`config.mk`:
```
export PLATFORM = sky130hd
export DESIGN_NAME = pcm_serial_port
export DESIGN_NICKNAME = d
export VERILOG_FILES = /design/src/rtl/pcm_port_pkg.sv /design/src/rtl/mulaw_enc.sv /design/src/rtl/pcm_ctrl.sv /design/src/rtl/pcm_datapath.sv /design/src/rtl/pcm_serial_port.sv
export SDC_FILE = /design/constraint.sdc
export NUM_CORES = 1
export LEC_CHECK = 0
export CAP_MARGIN = 0
export CORE_ASPECT_RATIO = 0.6
export CORE_UTILIZATION = 55
export CTS_BUF_LIST = sky130_fd_sc_hd__clkbuf_8
export CTS_CLUSTER_SIZE = 40
export DETAILED_ROUTE_END_ITERATION = 8
export DONT_BUFFER_PORTS = 1
export PLACE_DENSITY = 0.7
export SYNTH_ARGS = -nofsm -noshare
export SYNTH_HDL_FRONTEND = slang
export SYNTH_SLANG_ARGS = --single-unit
```
`constraint.sdc`:
```
create_clock -name clk -period 14.2 [get_ports clk]
set_clock_uncertainty 0.15 [all_clocks]
set_input_delay 1.42 -clock clk [delete_from_list [all_inputs] [get_ports clk]]
set_output_delay 1.42 -clock clk [all_outputs]
set_load 0.02 [all_outputs]
```
`src/rtl/pcm_port_pkg.sv`:
```
package pcm_port_pkg;
  typedef struct packed {
    logic rise;
    logic fall;
    logic loadA;
    logic loadB;
    logic doneA;
    logic doneB;
  } strobe_t;
endpackage

```
`src/rtl/mulaw_enc.sv`:
```
module mulaw_enc #(
  parameter int LW = 14
) (
  input  logic [LW-1:0] lin,
  output logic [7:0]    code
);
  localparam int BW   = LW - 1;
  localparam int BIAS = 33;
  localparam int CLIP = 8158;

  logic          sign;
  logic [LW-1:0] mag;
  logic [LW-1:0] clipped;
  logic [BW-1:0] biased;
  logic [2:0]    seg;
  logic [3:0]    mant;

  always_comb begin
    sign    = lin[LW-1];
    mag     = sign ? (~lin + LW'(1)) : lin;
    clipped = (mag > LW'(CLIP)) ? LW'(CLIP) : mag;
    biased  = BW'(clipped + LW'(BIAS));
    seg     = '0;
    for (int i = 5; i < BW; i++)
      if (biased[i]) seg = 3'(i - 5);
    mant = 4'(biased >> (4'(seg) + 4'd1));
    code = ~{sign, seg, mant};
  end
endmodule

```
`src/rtl/pcm_ctrl.sv`:
```
module pcm_ctrl
  import pcm_port_pkg::*;
#(
  parameter int PRE_W = 4,
  parameter int SLOT  = 8
) (
  input  logic             clk,
  input  logic             rst,
  input  logic             en,
  input  logic [PRE_W-1:0] ps,
  output logic             sclk,
  output logic             fsA,
  output logic             fsB,
  output strobe_t          stb
);
  localparam int FRAME = 2 * SLOT;
  localparam int CNT_W = $clog2(FRAME);

  logic [PRE_W-1:0] preCnt, reload;
  logic [CNT_W-1:0] bitCnt, nextBit;
  logic             sclkQ, fsAQ, fsBQ, started, tick;

  always_comb begin
    reload    = '0 - ps;
    tick      = en && (preCnt == '1);
    nextBit   = bitCnt + 1'b1;
    stb.rise  = tick && !sclkQ;
    stb.fall  = tick && sclkQ;
    stb.loadA = stb.rise && (nextBit == '0);
    stb.loadB = stb.rise && (nextBit == CNT_W'(SLOT));
    stb.doneA = stb.fall && started && (bitCnt == CNT_W'(SLOT - 1));
    stb.doneB = stb.fall && started && (bitCnt == CNT_W'(FRAME - 1));
  end

  always_ff @(posedge clk) begin
    if (rst || !en) begin
      preCnt  <= reload;
      sclkQ   <= 1'b0;
      bitCnt  <= CNT_W'(FRAME - 2);
      fsAQ    <= 1'b0;
      fsBQ    <= 1'b0;
      started <= 1'b0;
    end else begin
      if (tick) begin
        preCnt <= reload;
        sclkQ  <= ~sclkQ;
      end else begin
        preCnt <= preCnt + 1'b1;
      end
      if (stb.rise) begin
        bitCnt <= nextBit;
        fsAQ   <= (nextBit == CNT_W'(FRAME - 1));
        fsBQ   <= (nextBit == CNT_W'(SLOT - 1));
        if (nextBit == '0) started <= 1'b1;
      end
    end
  end

  assign sclk = sclkQ;
  assign fsA  = fsAQ;
  assign fsB  = fsBQ;

  AST_FS_EXCLUSIVE: assert property (@(posedge clk) disable iff (rst) !(fsAQ && fsBQ));
  AST_IDLE_QUIET: assert property (@(posedge clk) disable iff (rst) !en |=> (!sclkQ && !fsAQ && !fsBQ));
endmodule

```
`src/rtl/pcm_datapath.sv`:
```
module pcm_datapath
  import pcm_port_pkg::*;
#(
  parameter int DW    = 16,
  parameter int AW    = 3,
  parameter int PRE_W = 4,
  parameter int SLOT  = 8,
  parameter int LW    = 14
) (
  input  logic             clk,
  input  logic             rst,
  input  logic [AW-1:0]    busAddr,
  input  logic             busWr,
  input  logic             busRd,
  input  logic [DW-1:0]    busWdata,
  output logic [DW-1:0]    busRdata,
  input  logic             serIn,
  input  strobe_t          stb,
  output logic             en,
  output logic [PRE_W-1:0] ps,
  output logic             serOut
);
  localparam int NCH = 2;
  localparam int PS_LSB = 4;

  logic             enQ;
  logic [PRE_W-1:0] psQ;
  logic [NCH-1:0]   cmpQ, rdy, doneV;
  logic [DW-1:0]    txQ [NCH];
  logic [SLOT-1:0]  rxQ [NCH];
  logic [SLOT-1:0]  slotByte [NCH];
  logic [7:0]       enc [NCH];
  logic [SLOT-1:0]  txSh, rxSh;

  assign doneV = {stb.doneB, stb.doneA};

  for (genvar c = 0; c < NCH; c++) begin : g_ch
    mulaw_enc #(.LW(LW)) u_enc (.lin(txQ[c][DW-1 -: LW]), .code(enc[c]));
    assign slotByte[c] = cmpQ[c] ? SLOT'(enc[c]) : txQ[c][SLOT-1:0];
  end

  always_ff @(posedge clk) begin
    if (rst) begin
      enQ  <= 1'b0;
      psQ  <= '0;
      cmpQ <= '0;
      rdy  <= '0;
      txQ  <= '{default: '0};
      rxQ  <= '{default: '0};
    end else begin
      for (int c = 0; c < NCH; c++) begin
        if (busWr && busAddr == AW'(3 * c)) begin
          cmpQ[c] <= busWdata[1];
          if (c == 0) begin
            enQ <= busWdata[0];
            psQ <= busWdata[PS_LSB +: PRE_W];
          end
        end
        if (busWr && busAddr == AW'(3 * c + 1)) txQ[c] <= busWdata;
        if (doneV[c]) begin
          rxQ[c] <= {rxSh[SLOT-2:0], serIn};
          rdy[c] <= 1'b1;
        end else if (busRd && busAddr == AW'(3 * c + 2)) begin
          rdy[c] <= 1'b0;
        end
      end
    end
  end

  always_ff @(posedge clk) begin
    if (rst || !enQ) begin
      txSh <= '0;
      rxSh <= '0;
    end else begin
      if (stb.loadA)      txSh <= slotByte[0];
      else if (stb.loadB) txSh <= slotByte[1];
      else if (stb.rise)  txSh <= {txSh[SLOT-2:0], 1'b0};
      if (stb.fall) rxSh <= {rxSh[SLOT-2:0], serIn};
    end
  end

  always_comb begin
    busRdata = '0;
    for (int c = 0; c < NCH; c++) begin
      if (busAddr == AW'(3 * c)) begin
        busRdata[DW-1] = rdy[c];
        busRdata[1]    = cmpQ[c];
        if (c == 0) begin
          busRdata[0]               = enQ;
          busRdata[PS_LSB +: PRE_W] = psQ;
        end
      end
      if (busAddr == AW'(3 * c + 1)) busRdata = txQ[c];
      if (busAddr == AW'(3 * c + 2)) busRdata = DW'(rxQ[c]);
    end
  end

  assign en     = enQ;
  assign ps     = psQ;
  assign serOut = txSh[SLOT-1];

  AST_TXD_AFTER_RISE: assert property (@(posedge clk) disable iff (rst)
    ($past(enQ) && enQ && !$stable(txSh[SLOT-1])) |-> $past(stb.rise));
  AST_RDY_A_ON_DONE: assert property (@(posedge clk) disable iff (rst) $rose(rdy[0]) |-> $past(stb.doneA));
  AST_RDY_B_ON_DONE: assert property (@(posedge clk) disable iff (rst) $rose(rdy[1]) |-> $past(stb.doneB));
endmodule

```
`src/rtl/pcm_serial_port.sv`:
```
module pcm_serial_port
  import pcm_port_pkg::*;
#(
  parameter int DW    = 16,
  parameter int AW    = 3,
  parameter int PRE_W = 4,
  parameter int SLOT  = 8
) (
  input  logic          clk,
  input  logic          rst,
  input  logic [AW-1:0] busAddr,
  input  logic          busWr,
  input  logic          busRd,
  input  logic [DW-1:0] busWdata,
  output logic [DW-1:0] busRdata,
  input  logic          serIn,
  output logic          serClk,
  output logic          fsChanA,
  output logic          fsChanB,
  output logic          serOut
);
  strobe_t          stb;
  logic             en;
  logic [PRE_W-1:0] ps;

  pcm_ctrl #(.PRE_W(PRE_W), .SLOT(SLOT)) u_ctrl (
    .clk(clk), .rst(rst), .en(en), .ps(ps),
    .sclk(serClk), .fsA(fsChanA), .fsB(fsChanB), .stb(stb)
  );

  pcm_datapath #(.DW(DW), .AW(AW), .PRE_W(PRE_W), .SLOT(SLOT)) u_dp (
    .clk(clk), .rst(rst), .busAddr(busAddr), .busWr(busWr), .busRd(busRd),
    .busWdata(busWdata), .busRdata(busRdata), .serIn(serIn), .stb(stb),
    .en(en), .ps(ps), .serOut(serOut)
  );
endmodule

```
==> reports/qor.txt, run 1 <==
drc violations = 0
Final Instance Area = 6700 sq um
post-DR wirelength/cell = 20.0 um
critical path buffer and inverter count = 1
layout cell share with drive strength beyond 1 = 7.76%
hold buffer count at CTS = 0
Area contributors post-synth = dfxtp_1 (26%), mux2i_1 (7.5%), nand2_1 (6.6%)
Post-Synth Adder-Cell Area = 1.73%
Synth top area share = 25.8%
worst path arrival time = 6.25 ns
Syn Inst Count = 866
pin count of the biggest net entering global routing = 60
1st-pass router iterations = 6
height of the die = 86.4 um
Seq/Total Area, Yosys = 25.8%
area of placed instances = 6500 sq um
Rows = 30
GRT Total Usage = 33.1%
Flop pwr share = 48.5%
Initial DRC Count = 682
Clock Tree Root = clkbuf_8
CP delay by family, top = compound AO/OA/AOI/OAI gates
initial antenna violation count = 0
Worst-path clk slew = 0.11 ns
# setup viols final = 0
critical path's slowest cell = a211oi_1
Final Slew Violations = 0
Final TNS setup = 0 ns
Slew @ Worst Pin = 1.13 ns
PortBufs = 0
Final Cycle Share = 43.2%
CP endpoint kind = register
critical path class = register to register
Synth Area in XOR/XNOR = 5.37%
status = complete, no violations
Floorplan Core Area = 11400 sq um
synthesized area per cell = 7.53 sq um
Int Power = 0.353 mW
critical-path cell list = inv_1, ha_1, xor2_1, o22ai_1, or4b_1, a32oi_2, a31oi_1, o211ai_1, ha_1, nand4b_1, a211oi_1, mux2i_1, xnor2_1, o31ai_2, a21boi_1, a221o_1, o211ai_1, a211o_1
Die ar. = 12300 sq um
dominant cell type by area after synthesis = dfxtp_1
H-Tree Depth = 3
max_cap viols = 0
Synth async-reset ratio = 0%
largest family of logic cells by synthesized area = simple AND/OR/NAND/NOR gates
Die Width = 143 um
dpl hpwl = 14800 um
vias in the first global route = 5795
Yosys reg bits = 84
combinational power share = 14.7%
gpl congestion = 0.977
Final Hold Viols = 0
Yosys cell types = 90
# resized after CTS = 0
Tightest Hold Check Type = register to register
I/O pin total = 44
Worst path max stage delay = 0.57 ns
Area growth syn-to-layout = 2.78%
Power per Cell Area = 75.8 nW/um^2
worst ir drop on vdd = 0.0605 mV
CP startpoint kind = register
leakage power = 2.33 nW
clock sink total = 84
Simple-Gate Fraction of Synth Area = 26.3%
proportion of synthesized area in mux cells = 9.82%
Crit path required time = 14.32 ns
Top FF cell, synth = dfxtp_1
Routed WL = 19700 um
post-synthesis compound-gate area fraction = 26.2%
Max Root-Sink Buffers = 2
Post-CTS Setup Bufs = 0
Initial Util = 57.2%
fmax = 163 MHz
Syn Nets = 899
switching share of power = 30.5%
Post-DRT Antenna Nets = 0
number of flops mapped to enable cells by yosys = 0
Clk network pwr share = 36.8%
fill count = 1079
total CTS buffers = 9
Ys Warns = 0
Synth Cell Area = 6520 sq um
via count = 6503
post-route minimum period = 6.13 ns
NumNets Final = 853
WHS = 0.323 ns
worst-path fanout max = 10
P_sw = 0.155 mW
total grt overflow = 0
first-pass GRT wire length = 31500 um
clock insertion delay at the later pin of the skew report = 0.38 ns
Tot Pwr = 0.508 mW
Slew Limit Headroom = 24.4%
RSZ-0062 raised after global routing = no
CTS tree = built
DR vias/cell = 6.60
ANT cells = 0
sequential cells by signal, summed over array words and instances, names as in the netlist:
signal	count
u_ctrl.bitCnt	4
u_ctrl.sclk	1
u_ctrl.started	1
u_dp.rdy	2
u_dp.txQ	32
u_dp.txSh	8
u_dp.rxQ	16
u_ctrl.fsB	1
u_ctrl.preCnt	4
u_ctrl.fsA	1
u_dp.en	1
u_dp.ps	4
u_dp.cmpQ	2
u_dp.rxSh	7
per-layer routing:
layer / part of all wire, % / vias to the layer above / global-route usage (%)
met5: 0 / - / 0
met4: 2.0 / 0 / 10.2
met3: 12 / 37 / 8.56
met2: 42 / 358 / 47.9
met1: 45 / 3046 / 47.8
li1: - / 3062 / -
worst reg2reg max path, delay by kind of cell (launching register included):
kind,cells,cell delay [ns]
AO/OA/AOI/OAI,10,3.16
XOR/XNOR,2,0.33
adder cells (fa/ha/maj),2,0.72
buffers and inverters,1,0.17
flip-flops,1,0.53
multiplexers,1,0.19
AND/OR/NAND/NOR,2,0.75
path summary, 6_finish.rpt:
path | cells past startpoint | slack [ns] | startpoint | end
setup / recovery | 18 | 8.07 | u_dp.txQ[18] | u_dp.txSh[3]
hold / removal | 2 | 0.32 | u_dp.txSh[5] | u_dp.txSh[5]
setup reg to reg | 18 | 8.07 | u_dp.txQ[18] | u_dp.txSh[3]
hold reg to reg | 2 | 0.32 | u_dp.txSh[5] | u_dp.txSh[5]
stage by stage:
step	util [%]	cells	worst slack, ns
after floorplan	-	866	8.86
after CTS	58.8	985	8.17
final	58.8	985	8.07
after detailed placement	57.0	969	8.23
after global routing	58.8	985	7.68
after global placement	57.0	969	8.46
final cells by class:
cell class	count	area (sq um)	share of cell area, %
flip-flops and latches	84	1680	25.1
clock buffers	9	124	1.85
clock inverters	7	81.3	1.21
multi-input cells	705	4530	67.5
inverters	16	60.1	0.896
repair buffers	4	30.0	0.448
well taps	160	200	2.99
cells in the mapped netlist (all sizes together) (3+ instances only):
master,number
o31a,4
a21oi,70
nor2,99
or2,7
o41ai,3
xor2,15
nor3,22
nor4,8
nand4,8
or4b,5
a31oi,9
buf,18
or3,10
ha,9
o21ai,46
o31ai,7
a22oi,15
a2111oi,3
o21a,4
a221o,4
nor2b,16
or3b,4
o2111ai,4
o211ai,15
a211o,6
o221ai,4
nand3b,4
mux2,11
nand2b,11
or4,3
clkbuf,43
mux2i,50
a21o,3
nand3,15
nand4b,4
o22ai,10
a21boi,3
and3,4
xnor2,25
nand2,115
inv,16
dfxtp,84
and2,8
a211oi,14
placed cells by master (no fill, tap or decap), types with 15 or more instances in the layout:
cell      count
o211ai_1     15
nand3_1      15
nor3_1       19
xor2_1       15
a22oi_1      15
a21oi_1      70
nor2_1       97
inv_1        16
o21ai_0      42
dfxtp_1      84
mux2i_1      49
nand2_1     114
nor2b_1      16
xnor2_1      25
power groups by stage:
stage	logic, mW	clock network [mW]	registers, mW
floorplan	0.0680	0	0.246
global placement	0.0724	0	0.251
detailed placement	0.0730	0	0.251
CTS	0.0733	0.189	0.246
global route	0.0825	0.200	0.247
finish	0.0748	0.187	0.246
logic make-up (layout without fill, tap and decap cells):
kind of cell | Yosys count | count (layout)
muxes | 61 | 61
xor gates and xnor gates | 40 | 40
AOI/OAI and AO/OA | 246 | 246
DFF | 84 | 84
and+or+nand+nor | 349 | 349
adders and majority gates | 9 | 9
buffers and inverters | 77 | 36
Note: power is estimated with default switching activity, not from simulation.
==> run 2: changes to the inputs <==
- clock period: 14.2 -> 5.7 ns (I/O delays scaled with it)
==> reports/qor.txt, run 2 (synthesized netlist as in run 1, its figures left out) <==
clock sink total = 84 (unchanged)
reg2reg path depth = 19 (+1)
hold depth = 1 (-1)
Area growth syn-to-layout = 4.07%
Final Hold Viols = 0 (unchanged)
Die ar. = 12300 sq um (unchanged)
DR vias/cell = 6.54 (-0.98%)
pin count of the biggest net entering global routing = 60 (unchanged)
Initial Util = 57.2% (unchanged)
Tightest Hold Check Type = primary input to register
status = complete, no violations
total grt overflow = 0 (unchanged)
vias in the first global route = 6033 (+4.1%)
ANT cells = 0 (unchanged)
I/O pin total = 44 (unchanged)
post-DR wirelength/cell = 19.9 um (-0.45%)
commonest non-fill, non-tap cell in the layout = nand2_1
Power per Cell Area = 182 nW/um^2 (+140%)
drc violations = 0 (unchanged)
Crit path required time = 5.81 ns (-8.51 ns)
1st-pass router iterations = 6 (unchanged)
dpl hpwl = 15000 um (+0.79%)
Largest regs = u_dp.txQ: 32 flops, u_dp.rxQ: 16 flops, u_dp.txSh: 8 flops
CP startpoint kind = register
NumNets Final = 866 (+1.5%)
Reg2Reg Setup Slack = 0.40 ns (-7.67 ns)
PortBufs = 0 (unchanged)
max reg flops = 32 (unchanged)
Slew Limit Headroom = 23.2% (-1.2 points)
Clock Tree Root = clkbuf_8
gpl congestion = 0.924 (-5.4%)
GRT Total Usage = 33.3% (+0.15 points)
largest register by flop count = u_dp.txQ
RSZ-0062 raised after global routing = no
first-pass GRT wire length = 31800 um (+1.1%)
CP endpoint kind = register
fill count = 1080 (+0.093%)
CTS tree = built
worst ir drop on vdd = 0.115 mV (+91%)
Slew @ Worst Pin = 1.14 ns (+0.0132 ns)
Final Cycle Share = 93.0% (+50 points)
initial antenna violation count = 0 (unchanged)
Final Slew Violations = 0 (unchanged)
Initial DRC Count = 602 (-12%)
most frequent cells in the layout = nand2_1 (114), nor2_1 (97), dfxtp_1 (84)
reg2reg start = u_dp.txQ[18]
Rows = 30 (unchanged)
Util after Layout = 59.5% (+0.73 points)
Die Width = 143 um (unchanged)
via count = 6524 (+0.32%)
total CTS buffers = 9 (unchanged)
max_cap viols = 0 (unchanged)
clock insertion delay at the later pin of the skew report = 0.37 ns (about the same)
leakage power = 2.38 nW (+2.3%)
Worst-path clk slew = 0.10 ns (about the same)
Hold Path End = u_dp.txQ[10]
worst-path fanout max = 6 (-4)
critical path class = register to register
post-route minimum period = 5.30 ns (-0.829 ns)
Routed WL = 19900 um (+0.86%)
# setup viols final = 0 (unchanged)
# resized after CTS = 0 (unchanged)
hold_sp = rst
fmax = 189 MHz (+16%)
Floorplan Core Area = 11400 sq um (unchanged)
worst path arrival time = 5.41 ns (-0.84 ns)
Max Root-Sink Buffers = 2 (unchanged)
layout cell share with drive strength beyond 1 = 9.19% (+1.4 points)
H-Tree Depth = 3 (unchanged)
Final TNS setup = 0 ns (unchanged)
Post-CTS Setup Bufs = 0 (unchanged)
hold buffer count at CTS = 0 (unchanged)
reg-to-reg endpoint = u_dp.txSh[0]
height of the die = 86.4 um (unchanged)
Post-DRT Antenna Nets = 0 (unchanged)
run 2: cell types whose count changed in the layout (fill, tap and decap cells not counted), sizes merged:
| cell | change |
|---|---|
| clkinv | -1 |
| buf | +13 |
| bufinv | -1 |
| clkinvlp | +1 |
| clkbuf | +1 |
run 2: critical path: stages, from the launching register on:
cell       delay, ns
dfxtp_1         0.33
inv_1           0.13
ha_1            0.28
or4b_4          0.55
or3_1           0.37
a31oi_2         0.20
nor2_1          0.12
a31o_1          0.26
nor2_1          0.10
ha_1            0.16
nand4b_1        0.17
a211oi_1        0.55
a2111oi_2       0.19
a221oi_4        0.35
a311oi_2        0.12
nor3_4          0.28
mux2_4          0.22
nor2_1          0.05
a221o_1         0.27
a221o_1         0.34
run 2: how the worst max path moves through the flow:
stage                 startpoint  cells past startpoint           end  slack (ns)
floorplan           u_dp.txQ[18]                     22  u_dp.txSh[0]        0.36
global placement    u_dp.txQ[18]                     19  u_dp.txSh[0]        0.64
detailed placement  u_dp.txQ[18]                     19  u_dp.txSh[0]        0.46
CTS                 u_dp.txQ[18]                     19  u_dp.txSh[0]        0.45
global route        u_dp.txQ[18]                     19  u_dp.txSh[0]        0.06
finish              u_dp.txQ[18]                     19  u_dp.txSh[0]        0.40
run 2: layer usage:
layer	up-vias	track usage, %	wire (um)	part of all wire, %
met4	0	8.02	265	1.3
met3	26	8.78	1850	9.3
li1	3094	-	-	-
met5	-	0	0	0
met2	299	50.9	8450	43
met1	3105	46.5	9320	47
run 2: layout make-up:
cell class / count / area, sq um / share of cell area [%]
Clock inverter: 6 / 53.8 / 0.793
Clock buffer: 10 / 138 / 2.03
Inverter: 16 / 60.1 / 0.885
Tap cell: 160 / 200 / 2.95
Sequential cell: 84 / 1680 / 24.8
Timing Repair Buffer: 17 / 128 / 1.88
Multi-Input combinational cell: 705 / 4530 / 66.7
run 2: power breakdown:
part           leakage (nW)  internal (mW)  switching, mW
Clock                0.0958          0.179          0.252
Combinational          1.61         0.0781          0.115
Sequential            0.678          0.594         0.0173
Total                  2.38          0.851          0.384
run 2: metrics by stage:
stage | setup WS, ns | power, mW | area [sq um] | hold slack [ns] | cells
floorplan | 0.363 | 0.782 | 6520 | 0.286 | 866
global placement | 0.636 | 0.807 | 6600 | 0.301 | 982
detailed placement | 0.465 | 0.811 | 6600 | 0.317 | 982
CTS | 0.451 | 1.24 | 6790 | 0.0876 | 998
global route | 0.0614 | 1.28 | 6790 | 0.0896 | 998
finish | 0.398 | 1.24 | 6790 | 0.105 | 998
==> run 3: changes to the inputs <==
- CORE_MARGIN: unset -> 5
- TNS_END_PERCENT: unset -> 5
==> reports/qor.txt, run 3 (synthesized netlist as in run 1, its figures left out) <==
Power per Cell Area = 180 nW/um^2 (-1.1%)
reg-to-reg endpoint = u_dp.txSh[0]
drc violations = 0 (unchanged)
max reg flops = 32 (unchanged)
multi-input logic area = 4530 sq um (unchanged)
ANT cells = 0 (unchanged)
Die Width = 151 um (+5.6%)
most frequent cells in the layout = nand2_1 (114), nor2_1 (97), dfxtp_1 (84)
fill count = 1076 (-0.37%)
Final Hold Viols = 0 (unchanged)
Final Slew Violations = 0 (unchanged)
PortBufs = 0 (unchanged)
Worst-path clk slew = 0.10 ns (about the same)
Die ar. = 14200 sq um (+15%)
reg2reg start = u_dp.txQ[18]
DR vias/cell = 6.55 (+0.17%)
layout cell share with drive strength beyond 1 = 9.40% (+0.22 points)
reg2reg path depth = 20 (+1)
Final TNS setup = 0 ns (unchanged)
Crit path required time = 5.80 ns (about the same)
clock insertion delay at the later pin of the skew report = 0.37 ns (about the same)
fmax = 188 MHz (-0.24%)
worst path arrival time = 5.42 ns (about the same)
post-route minimum period = 5.32 ns (+0.0130 ns)
Initial DRC Count = 617 (+2.5%)
# setup viols final = 0 (unchanged)
NumNets Final = 868 (+0.23%)
RSZ-0062 raised after global routing = no
Floorplan Core Area = 11400 sq um (+0.33%)
worst-path fanout max = 6 (unchanged)
post-DR wirelength/cell = 20.1 um (+1.0%)
status = complete, no violations
pre-CTS setup slack = 0.468 ns (+0.00272 ns)
GRT Total Usage = 28.4% (-4.9 points)
Final Instance Area = 6800 sq um (+0.13%)
Slew Limit Headroom = 20.3% (-3.0 points)
Max Root-Sink Buffers = 2 (unchanged)
area of placed instances = 6610 sq um (+0.23%)
dpl hpwl = 15200 um (+1.6%)
Post-DRT Antenna Nets = 0 (unchanged)
gpl congestion = 0.952 (+3.0%)
Rows = 30 (unchanged)
post-route insts no fill = 1000 (+0.20%)
register area = 1680 sq um (unchanged)
# resized after CTS = 0 (unchanged)
first-pass GRT wire length = 32000 um (+0.59%)
Reg2Reg Setup Slack = 0.38 ns (about the same)
Hold Path End = u_dp.txQ[8]
total CTS buffers = 9 (unchanged)
Largest regs = u_dp.txQ: 32 flops, u_dp.rxQ: 16 flops, u_dp.txSh: 8 flops
leakage power = 2.39 nW (+0.35%)
Post-CTS Setup Bufs = 0 (unchanged)
max_cap viols = 0 (unchanged)
Tightest Hold Check Type = primary input to register
CP startpoint kind = register
height of the die = 94.4 um (+9.3%)
setup ws final = 0.385 ns (-0.0130 ns)
I/O pin total = 44 (unchanged)
clock sink total = 84 (unchanged)
Tot Pwr = 1.22 mW (-0.97%)
hold depth = 1 (unchanged)
worst ir drop on vdd = 0.127 mV (+10%)
Area growth syn-to-layout = 4.20%
commonest non-fill, non-tap cell in the layout = nand2_1
1st-pass router iterations = 5 (-1)
Slew @ Worst Pin = 1.19 ns (+0.0487 ns)
Clock Tree Root = clkbuf_8
dpl cells = 984 (+0.20%)
Initial Util = 57.0% (-0.19 points)
H-Tree Depth = 3 (unchanged)
crit path from = u_dp.txQ[18]
initial antenna violation count = 0 (unchanged)
pin count of the biggest net entering global routing = 60 (unchanged)
Final Cycle Share = 93.3% (+0.23 points)
Routed WL = 20100 um (+1.2%)
Util after Layout = 59.4% (-0.12 points)
CTS tree = built
hold_sp = rst
via count = 6548 (+0.37%)
critical path class = register to register
CP endpoint kind = register
total grt overflow = 0 (unchanged)
hold buffer count at CTS = 0 (unchanged)
largest register by flop count = u_dp.txQ
vias in the first global route = 5961 (-1.2%)
WHS = 0.114 ns (+0.00906 ns)
run 3: worst max path at each step:
stage | endpoint | slack, ns
final | u_dp.txSh[0] | 0.38
after global routing | u_dp.txSh[0] | 0.10
after CTS | u_dp.txSh[0] | 0.45
after detailed placement | u_dp.txSh[0] | 0.47
after global placement | u_dp.txSh[0] | 0.64
after floorplan | u_dp.txSh[0] | 0.36
run 3: layout make-up:
class                   count  area share (%)
clock inverters             7           0.902
inverters                  16           0.884
repair buffers             19            2.10
clock buffers               9            1.82
well taps                 160            2.95
flip-flops and latches     84            24.7
multi-input cells         705            66.6
run 3: worst max-delay path, cell delays in order, from the launching register on:
cell and delay [ns]:
dfxtp_1 0.32, inv_1 0.13, ha_1 0.30, or4b_4 0.55, or3_1 0.36, a31oi_2 0.20
nor2_1 0.12, a31oi_1 0.25, o211ai_1 0.13, ha_1 0.23, nand4b_1 0.16, a211oi_1 0.10
buf_4 0.16, a2111oi_2 0.56, a221oi_4 0.10, a311oi_2 0.37, nor3_4 0.11, mux2_4 0.24
nor2_1 0.04, a221o_1 0.27, a221o_1 0.34
run 3: layer usage:
metal  part of all wire [%]  global-route usage (%)  vias up
li1                       -                       -     3087
met1                     45                    41.5     3098
met2                     41                    40.4      327
met3                     12                    8.49       36
met4                    1.8                    7.62        0
met5                      0                       0        -
run 3: power breakdown:
group | switching (mW) | internal (mW)
Combinational | 0.115 | 0.0782
Clock | 0.253 | 0.166
Sequential | 0.0169 | 0.594
Total | 0.385 | 0.838
